==> src/rtl/dlsb_mul_pkg.sv <==
package dlsb_mul_pkg;

  // Strobes from the sequencer to the datapath
  typedef struct packed {
    logic capture;  // latch operands and mode
    logic load;     // initialise accumulator from the multiplier extra bit
    logic step;     // one add-and-shift cycle
    logic last;     // the step for the multiplier's top core bit
  } mulStrobe_t;

endpackage

==> src/rtl/dlsb_mul_ctrl.sv <==
module dlsb_mul_ctrl
  import dlsb_mul_pkg::*;
#(
  parameter int K = 8
) (
  input  logic       clk,
  input  logic       rstN,
  input  logic       start,
  output mulStrobe_t strobe,
  output logic       busy,
  output logic       done
);

  localparam int CW = (K > 2) ? $clog2(K) : 1;
  localparam logic [CW-1:0] LAST_IDX = CW'(K - 1);

  typedef enum logic [1:0] { ST_IDLE, ST_LOAD, ST_RUN } ctrlState_t;

  ctrlState_t state;
  logic [CW-1:0] bitIdx;

  always_comb begin
    strobe.capture = (state == ST_IDLE) && start;
    strobe.load    = (state == ST_LOAD);
    strobe.step    = (state == ST_RUN);
    strobe.last    = (state == ST_RUN) && (bitIdx == LAST_IDX);
  end

  assign busy = (state != ST_IDLE);

  always_ff @(posedge clk) begin
    if (!rstN) begin
      state  <= ST_IDLE;
      bitIdx <= '0;
      done   <= 1'b0;
    end else begin
      done <= 1'b0;
      case (state)
        ST_IDLE: if (start) state <= ST_LOAD;
        ST_LOAD: begin
          bitIdx <= '0;
          state  <= ST_RUN;
        end
        ST_RUN: begin
          if (bitIdx == LAST_IDX) begin
            state <= ST_IDLE;
            done  <= 1'b1;
          end else begin
            bitIdx <= bitIdx + 1'b1;
          end
        end
        default: state <= ST_IDLE;
      endcase
    end
  end

endmodule

==> src/rtl/dlsb_mul_dp.sv <==
module dlsb_mul_dp
  import dlsb_mul_pkg::*;
#(
  parameter int K = 8
) (
  input  logic           clk,
  input  logic           rstN,
  input  mulStrobe_t     strobe,
  input  logic           signedMode,
  input  logic [K-1:0]   mcandCore,
  input  logic           mcandExtra,
  input  logic [K-1:0]   mplrCore,
  input  logic           mplrExtra,
  output logic [2*K-1:0] prodCore,
  output logic           prodExtra
);

  localparam int AW = K + 2;   // accumulator holds sums up to twice the multiplicand
  localparam int PW = 2 * K;

  logic [K-1:0]  mcReg;
  logic          mcxReg;
  logic          mpxReg;
  logic          sgnReg;
  logic [AW-1:0] acc;
  logic [K-1:0]  lowBits;   // multiplier bits shift out, product bits shift in

  logic [AW-1:0] extY, addBase, addend, sum, nextAcc;
  logic [K-1:0]  nextLow;
  logic          useTerm, subTerm, carryIn, fill, atMax;

  always_comb begin
    extY    = sgnReg ? {{2{mcReg[K-1]}}, mcReg} : {2'b00, mcReg};
    useTerm = strobe.load ? mpxReg : lowBits[0];
    subTerm = strobe.last && sgnReg;
    addBase = strobe.load ? '0 : acc;
    // y + Y0 is formed with Y0 as carry-in; its negation is ~y + ~Y0
    addend  = useTerm ? (subTerm ? ~extY : extY) : '0;
    carryIn = useTerm && (subTerm ? !mcxReg : mcxReg);
    sum     = addBase + addend + AW'(carryIn);
    fill    = sgnReg & sum[AW-1];
    nextAcc = {fill, sum[AW-1:1]};
    nextLow = {sum[0], lowBits[K-1:1]};
    atMax   = !sgnReg && nextAcc[K];
  end

  always_ff @(posedge clk) begin
    if (!rstN) begin
      mcReg     <= '0;
      mcxReg    <= 1'b0;
      mpxReg    <= 1'b0;
      sgnReg    <= 1'b0;
      acc       <= '0;
      lowBits   <= '0;
      prodCore  <= '0;
      prodExtra <= 1'b0;
    end else begin
      if (strobe.capture) begin
        mcReg   <= mcandCore;
        mcxReg  <= mcandExtra;
        mpxReg  <= mplrExtra;
        sgnReg  <= signedMode;
        lowBits <= mplrCore;
      end
      if (strobe.load) acc <= sum;
      if (strobe.step) begin
        acc     <= nextAcc;
        lowBits <= nextLow;
        if (strobe.last) begin
          prodCore  <= atMax ? {PW{1'b1}} : {nextAcc[K-1:0], nextLow};
          prodExtra <= atMax;
        end
      end
    end
  end

endmodule

==> src/rtl/dlsb_mul.sv <==
module dlsb_mul
  import dlsb_mul_pkg::*;
#(
  parameter int K = 8
) (
  input  logic           clk,
  input  logic           rstN,
  input  logic           start,
  input  logic           signedMode,
  input  logic [K-1:0]   mcandCore,
  input  logic           mcandExtra,
  input  logic [K-1:0]   mplrCore,
  input  logic           mplrExtra,
  output logic           busy,
  output logic           done,
  output logic [2*K-1:0] prodCore,
  output logic           prodExtra
);

  mulStrobe_t strobe;

  dlsb_mul_ctrl #(.K(K)) ctrl_i (
    .clk    (clk),
    .rstN   (rstN),
    .start  (start),
    .strobe (strobe),
    .busy   (busy),
    .done   (done)
  );

  dlsb_mul_dp #(.K(K)) dp_i (
    .clk        (clk),
    .rstN       (rstN),
    .strobe     (strobe),
    .signedMode (signedMode),
    .mcandCore  (mcandCore),
    .mcandExtra (mcandExtra),
    .mplrCore   (mplrCore),
    .mplrExtra  (mplrExtra),
    .prodCore   (prodCore),
    .prodExtra  (prodExtra)
  );

endmodule

==> config.mk <==
export PLATFORM = sky130hd
export DESIGN_NAME = dlsb_mul
export DESIGN_NICKNAME = d
export VERILOG_FILES = /design/src/rtl/dlsb_mul_pkg.sv /design/src/rtl/dlsb_mul_ctrl.sv /design/src/rtl/dlsb_mul_dp.sv /design/src/rtl/dlsb_mul.sv
export SDC_FILE = /design/constraint.sdc
export NUM_CORES = 1
export LEC_CHECK = 0
export BUFFER_PORTS_ARGS = -buffer_cell sky130_fd_sc_hd__buf_2
export CORE_MARGIN = 5
export CORE_UTILIZATION = 35
export DETAILED_ROUTE_END_ITERATION = 12
export PLACE_DENSITY_LB_ADDON = 0.2
export SETUP_SLACK_MARGIN = 0.05
export SLEW_MARGIN = 20
export SYNTH_ARGS = -nofsm -noshare
export SYNTH_HDL_FRONTEND = slang
export SYNTH_SLANG_ARGS = --single-unit
==> constraint.sdc <==
create_clock -name clk -period 3.5 [get_ports clk]
set_clock_uncertainty 0.05 [all_clocks]
set_input_delay 0.175 -clock clk [delete_from_list [all_inputs] [get_ports clk]]
set_output_delay 0.175 -clock clk [all_outputs]
set_load 0.01 [all_outputs]
Word-level counts from Yosys, hierarchy flattened
Index checks and enable logic that the tools add are counted.

operators by class
  multiplexer cells = 17
  eq/ne operators = 6
  $mul = 0
  divide/modulo/power cells = 0
  $lt $le $gt $ge = 0
  add/subtract/negate cells = 3
  shifts and indexed selects = 0
  reductions and logical operators = 15
  bitwise logic cells = 2

operators by type and width
  kind                                                              number
  10-bit two-way mux                                                6
  16-bit two-way mux                                                1
  8-bit two-way mux                                                 2
  10-bit by 1-bit adder with 10-bit output                          1
  10-bit adder                                                      1
  10-bit inverter                                                   1
  2-bit AND reduction                                               4
  2-bit inequality test (second input constant)                     3
  2-bit one-hot mux with 3 select lines                             1
  3-bit one-hot mux with 2 select lines                             1
  2-bit nonzero test                                                3
  1-bit logical AND                                                 5
  2-bit two-way mux                                                 2
  3-bit by 1-bit adder with 3-bit output (second input constant)    1
  3-bit == test (second input constant)                             1
  1-bit two-way mux                                                 3
  3-bit two-way mux                                                 1
  2-bit by 1-bit == test with 1-bit output (second input constant)  1
  2-bit == test (second input constant)                             1
  1-bit logical NOT                                                 2
  2-bit logical NOT                                                 1
  1-bit AND                                                         1

storage, ports and cells
  bits in latches = 0
  memories kept = 0
  bits in writable memories = 0
  word-level logic and storage cells = 54
  input bits = 22
  bits in read-only memories = 0
  output and inout bits = 19
  flip-flop bits (word level) = 52

Longest topological paths before layout
  depth in word-level cells = 9
  mapped depth = 16
  gate-level depth less buffers = 14

Hierarchy
From an unflattened synthesis, not the netlist that was laid out.

unflattened totals
  cell total of the unflattened synthesis = 320
  area total of the unflattened synthesis = 2761.4 um^2

by module, submodules not included
  module         sequential area each (um^2)  cells each  area each (um^2)  times used
  dlsb_mul_dp    920.9                        286         2429.8            1
  dlsb_mul_ctrl  120.1                        34          331.6             1

Worst setup path after synthesis
Ideal clock, no wire load.

  path kind = flip-flop to flip-flop
  start point = reg ctrl_i.state[0]
  end point = reg dp_i.prodCore[8]
  cell stages (with the launch flop) = 17
  buffers on the path = 3
  arrival = 3306 ps
  path slack = 25 ps
  period minus slack after synthesis = 3475 ps
  library setup time = 119 ps
  required time = 3331 ps
  cell sequence = dfxtp_1 -> inv_1 -> ha_1 -> buf_2 -> and2_1 -> buf_4 -> nand2_1 -> xor2_1 -> nor2_1 -> fa_1 -> a21o_4 -> a211oi_4 -> o31ai_4 -> xor2_2 -> o21ai_4 -> buf_6 -> o221a_1

on the way
  longest elaborated chain between the ends = 9
  elaborated cells on any way between the ends = 15
  those cells by class = 2 x add/sub; 2 x eq/ne; 6 x mux; 5 x reduce/logical

RTL lines
  item                                      RTL line                                  text
  start, declared                           dlsb_mul_ctrl.sv:19                       ctrlState_t state;
  start signal, assigned                    dlsb_mul_ctrl.sv:33                       state <= ST_IDLE;
  start signal, assigned                    dlsb_mul_ctrl.sv:39                       ST_IDLE: if (start) state <= ST_LOAD;
  start signal, assigned                    dlsb_mul_ctrl.sv:42                       state <= ST_RUN;
  2-bit == test                             dlsb_mul_ctrl.sv:25, dlsb_mul_ctrl.sv:26
  1-bit logical AND                         dlsb_mul_ctrl.sv:26                       strobe.last = (state == ST_RUN) && (bitIdx == LAST_IDX);
  1-bit logical AND                         dlsb_mul_dp.sv:35                         subTerm = strobe.last && sgnReg;
  10-bit two-way mux (2 in a row)           dlsb_mul_dp.sv:38                         addend = useTerm ? (subTerm ? ~extY : extY) : '0;
  10-bit adder                              dlsb_mul_dp.sv:40                         sum = addBase + addend + AW'(carryIn);
  10-bit by 1-bit adder with 10-bit output  dlsb_mul_dp.sv:40
  1-bit logical AND                         dlsb_mul_dp.sv:44                         atMax = !sgnReg && nextAcc[K];
  16-bit two-way mux                        dlsb_mul_dp.sv:70                         prodCore <= atMax ? {PW{1'b1}} : {nextAcc[K-1:0], nextLow};
  end signal, assigned                      dlsb_mul_dp.sv:70
  end, declared                             dlsb_mul_dp.sv:14                         output logic [2*K-1:0] prodCore,

Parallel ways exist; a longest one is shown, timed or not.
A chain may end at the register's enable or synchronous reset.

Final worst setup path
  start point = reg ctrl_i.bitIdx[0]
  end point = reg dp_i.prodCore[10]

on the way
  longest elaborated chain between the ends = 9
  elaborated cells on any way between the ends = 12
  those cells by class = 2 x add/sub; 1 x eq/ne; 4 x mux; 5 x reduce/logical

RTL lines
  item                                      RTL line             text
  start, declared                           dlsb_mul_ctrl.sv:20  logic [CW-1:0] bitIdx;
  start signal, assigned                    dlsb_mul_ctrl.sv:49  bitIdx <= bitIdx + 1'b1;
  3-bit == test *                           dlsb_mul_ctrl.sv:26
  1-bit logical AND *                       dlsb_mul_ctrl.sv:26
  1-bit logical AND                         dlsb_mul_dp.sv:35
  10-bit two-way mux (2 in a row)           dlsb_mul_dp.sv:38
  10-bit adder                              dlsb_mul_dp.sv:40
  10-bit by 1-bit adder with 10-bit output  dlsb_mul_dp.sv:40
  1-bit logical AND                         dlsb_mul_dp.sv:44
  16-bit two-way mux                        dlsb_mul_dp.sv:70

Mark *: on every way between the ends. The rest lies on a longest branch, timed or not.

==> impl_metrics.yaml <==
yosys:
  yosysSeqAreaShare_pct: 38.4
  ys_types: 46
  synthMostInstantiatedCell: "dfxtp_1"
  synth_top_area_share_pct: 38.4
  synth_fp_nets: 348
  yosys_register_bits: 52
  syn_avg_cell_area_um2: 8.74
  yosys-top-cells-area: "dfxtp_1 (38%), a21oi_1 (7.8%), nand2_1 (6.9%), ha_1 (6.5%), o221a_1 (6.2%)"
  synthesis.area_um2: 2710
  synth_edf_count: 0
  async_flop_share_pct: 0
  synth_cells: 310
  synth-main-ff-cell: "dfxtp_1"
  yosysTopAreaCell: "dfxtp_1"
  yosysWarningCount: 0
  synthTopCellsByCount: "dfxtp_1 (52), nand2_1 (50), a21oi_1 (42)"
placement:
  dp_hpwl_um: 4510
  io_buffers: 40
  gp_congestion: 0.815
  postPlaceCellArea_um2: 3010
drt:
  ant_nets: 0
  drt-pass1-iter-count: 6
  wl_um: 6220
  vias: 2198
  drt_iter0_drc: 73
  via_per_inst: 4.87
  drc: 0
  avgRoutedWirePerCell_um: 13.8
clocking:
  root_buffer: "clkbuf_8"
  cts-htree-levels: 2
  cts_max_path_buffers: 2
  clock_latency_ns: 0.30
  path_clk_slew_ns: 0.09
  cts_tree: "done"
  cts.sinks: 52
  numCtsBuffers: 5
floorplanning:
  die_y_um: 98.0
  ios: 41
  core_um2: 7650
  die_area_um2: 9600
  rows: 32
  initial_utilization_pct: 35.4
  die_w_um: 98.0
worst_hold_path:
  hp-start: "mplrExtra"
  hold_path_end: "dp_i.mpxReg"
  hp-class: "primary input to flip-flop"
  hold_depth: 3
power:
  leakagePower_nw: 1.37
  vdd_drop_max_mv: 0.231
  power.density_nw_per_um2: 569
  power_w: 0.00180
worst_setup_path:
  crit_type: "flip-flop to flip-flop"
  crit_fanout: 15
  timing.rr.end: "dp_i.prodCore[10]"
  r2r-start: "ctrl_i.bitIdx[0]"
  endpoint_kind: "flip-flop"
  worstPathArrival_ns: 3.44
  required_ns: 3.65
  rrSetupSlack_ns: 0.21
  ff2ff_path_depth: 15
  crit_path_start_kind: "flip-flop"
global_routing:
  antenna_found_initial: 0
  grt_pass1_wl_um: 10400
  grt-ovfl-total: 0
  grt_pass1_vias: 2071
  grt_max_degree: 33
  grt.total_usage_pct: 13.2
timing:
  max_freq_mhz: 304
  min_period_over_period_pct: 93.9
  setup_viol: 0
  tns_ns: 0
  drv_slew: 0
  rsz0062_at_grt: "true"
  slew_headroom_pct: 30.3
  period_needed_ns: 3.29
  finalHoldViolCount: 0
  worst_pin_slew_ns: 1.04
status:
  status: "completed"
final_layout:
  drive_gt1_share_pct: 20.6
  syn2layout_area_growth_pct: 16.9
  post-route-cell-area_um2: 3170
  antenna_cells: 0
  final_nets: 386
job:
  max-cap-violations: 0
## state kept, by name, indices dropped and copies added, names as in the netlist
| register | flops |
|---|---|
| dp_i.mcxReg | 1 |
| dp_i.lowBits | 8 |
| ctrl_i.bitIdx | 3 |
| dp_i.prodExtra | 1 |
| dp_i.acc | 10 |
| dp_i.sgnReg | 1 |
| ctrl_i.state | 2 |
| ctrl_i.done | 1 |
| dp_i.prodCore | 16 |
| dp_i.mcReg | 8 |
| dp_i.mpxReg | 1 |
## what timing repair did
item | 4_1_cts | 5_1_grt
resized for setup | 0 | 5
endpoints found under the setup margin | 0 | 19
hold buffers | 0 | 0
setup buffers | 0 | 2
## per-layer routing
| layer | vias to the layer above | GRT usage (%) | part of all wire, % |
|---|---|---|---|
| li1 | 1149 | - | - |
| met1 | 994 | 19.4 | 51 |
| met5 | - | 0 | 0 |
| met4 | 0 | 3.51 | 0.84 |
| met2 | 50 | 19.2 | 43 |
| met3 | 5 | 3.21 | 5.6 |
## cell type report
cell class                 instances  area (um2)
timing repair buffer              48         273
multi-input combinational        234        1590
clock buffer                       6        72.6
sequential                        52        1040
tap                              102         128
fill                             797        4480
inverter                           7        26.3
clock inverter                     2        38.8
## worst max-delay path by stage
stage	start	end	slack [ns]	cells after the start
2_1_floorplan	ctrl_i.state[0]	dp_i.prodCore[8]	0.14	16
3_3_place_gp	ctrl_i.bitIdx[0]	dp_i.acc[8]	0.16	14
3_5_place_dp	ctrl_i.bitIdx[0]	dp_i.prodCore[3]	0.11	14
4_1_cts	ctrl_i.bitIdx[0]	dp_i.prodCore[7]	0.09	14
5_1_grt	ctrl_i.bitIdx[0]	dp_i.prodCore[14]	0.03	15
6_report	ctrl_i.bitIdx[0]	dp_i.prodCore[10]	0.21	15
## logic make-up (layout without fill, tap and decap cells)
group	Yosys count	in the layout	synth area share, %
adders and majority gates	16	16	7.94
AOI/OAI and AO/OA	84	84	22.7
DFF	52	52	38.4
muxes	11	11	4.16
buffers and inverters	24	63	3.83
and+or+nand+nor	105	105	16.9
xor gates and xnor gates	18	18	6.09
## worst max-delay path: stages, from the launching register on
cell,delay (ns)
dfxtp_1,0.33
ha_1,0.20
ha_1,0.22
and2_1,0.19
nand2_2,0.10
buf_4,0.18
xor2_1,0.16
nor2_1,0.06
ha_1,0.37
and3_4,0.21
a211oi_4,0.29
o31ai_4,0.11
xor2_2,0.25
o21ai_4,0.10
buf_12,0.15
o221a_1,0.21
## report_power, final
group | switching (W) | internal [W] | total (W) | leakage (nW)
combinational | 0.000395 | 0.000257 | 0.000652 | 0.887
sequential | 0.0000564 | 0.000676 | 0.000732 | 0.423
clock | 0.000201 | 0.000216 | 0.000417 | 0.0558
## cell usage in the layout (no fill, tap or decap), drive strengths merged, types with 2 or more instances in the layout
cell type / count
mux2i: 9
inv: 8
fa: 2
a22oi: 2
buf: 48
dfxtp: 52
o221a: 15
xor2: 13
nand3: 2
nor2b: 9
mux2: 2
o21a: 4
a311oi: 2
ha: 14
a21o: 3
a211oi: 3
nand2: 50
nor2: 33
xnor2: 5
o21ai: 8
clkbuf: 6
and3: 2
a21oi: 42
and2: 2
## stage by stage
step | hold slack (ns) | setup slack [ns] | instances | utilization, %
finish | 0.0521 | 0.214 | 451 | 41.4
global route | 0.0376 | 0.0266 | 451 | 41.4
CTS | 0.0408 | 0.0922 | 449 | 40.8
detailed placement | 0.372 | 0.110 | 441 | 39.3
global placement | 0.366 | 0.164 | 441 | 39.3
floorplan | 0.261 | 0.139 | 310 | -
(Power assumes the default switching activity.)
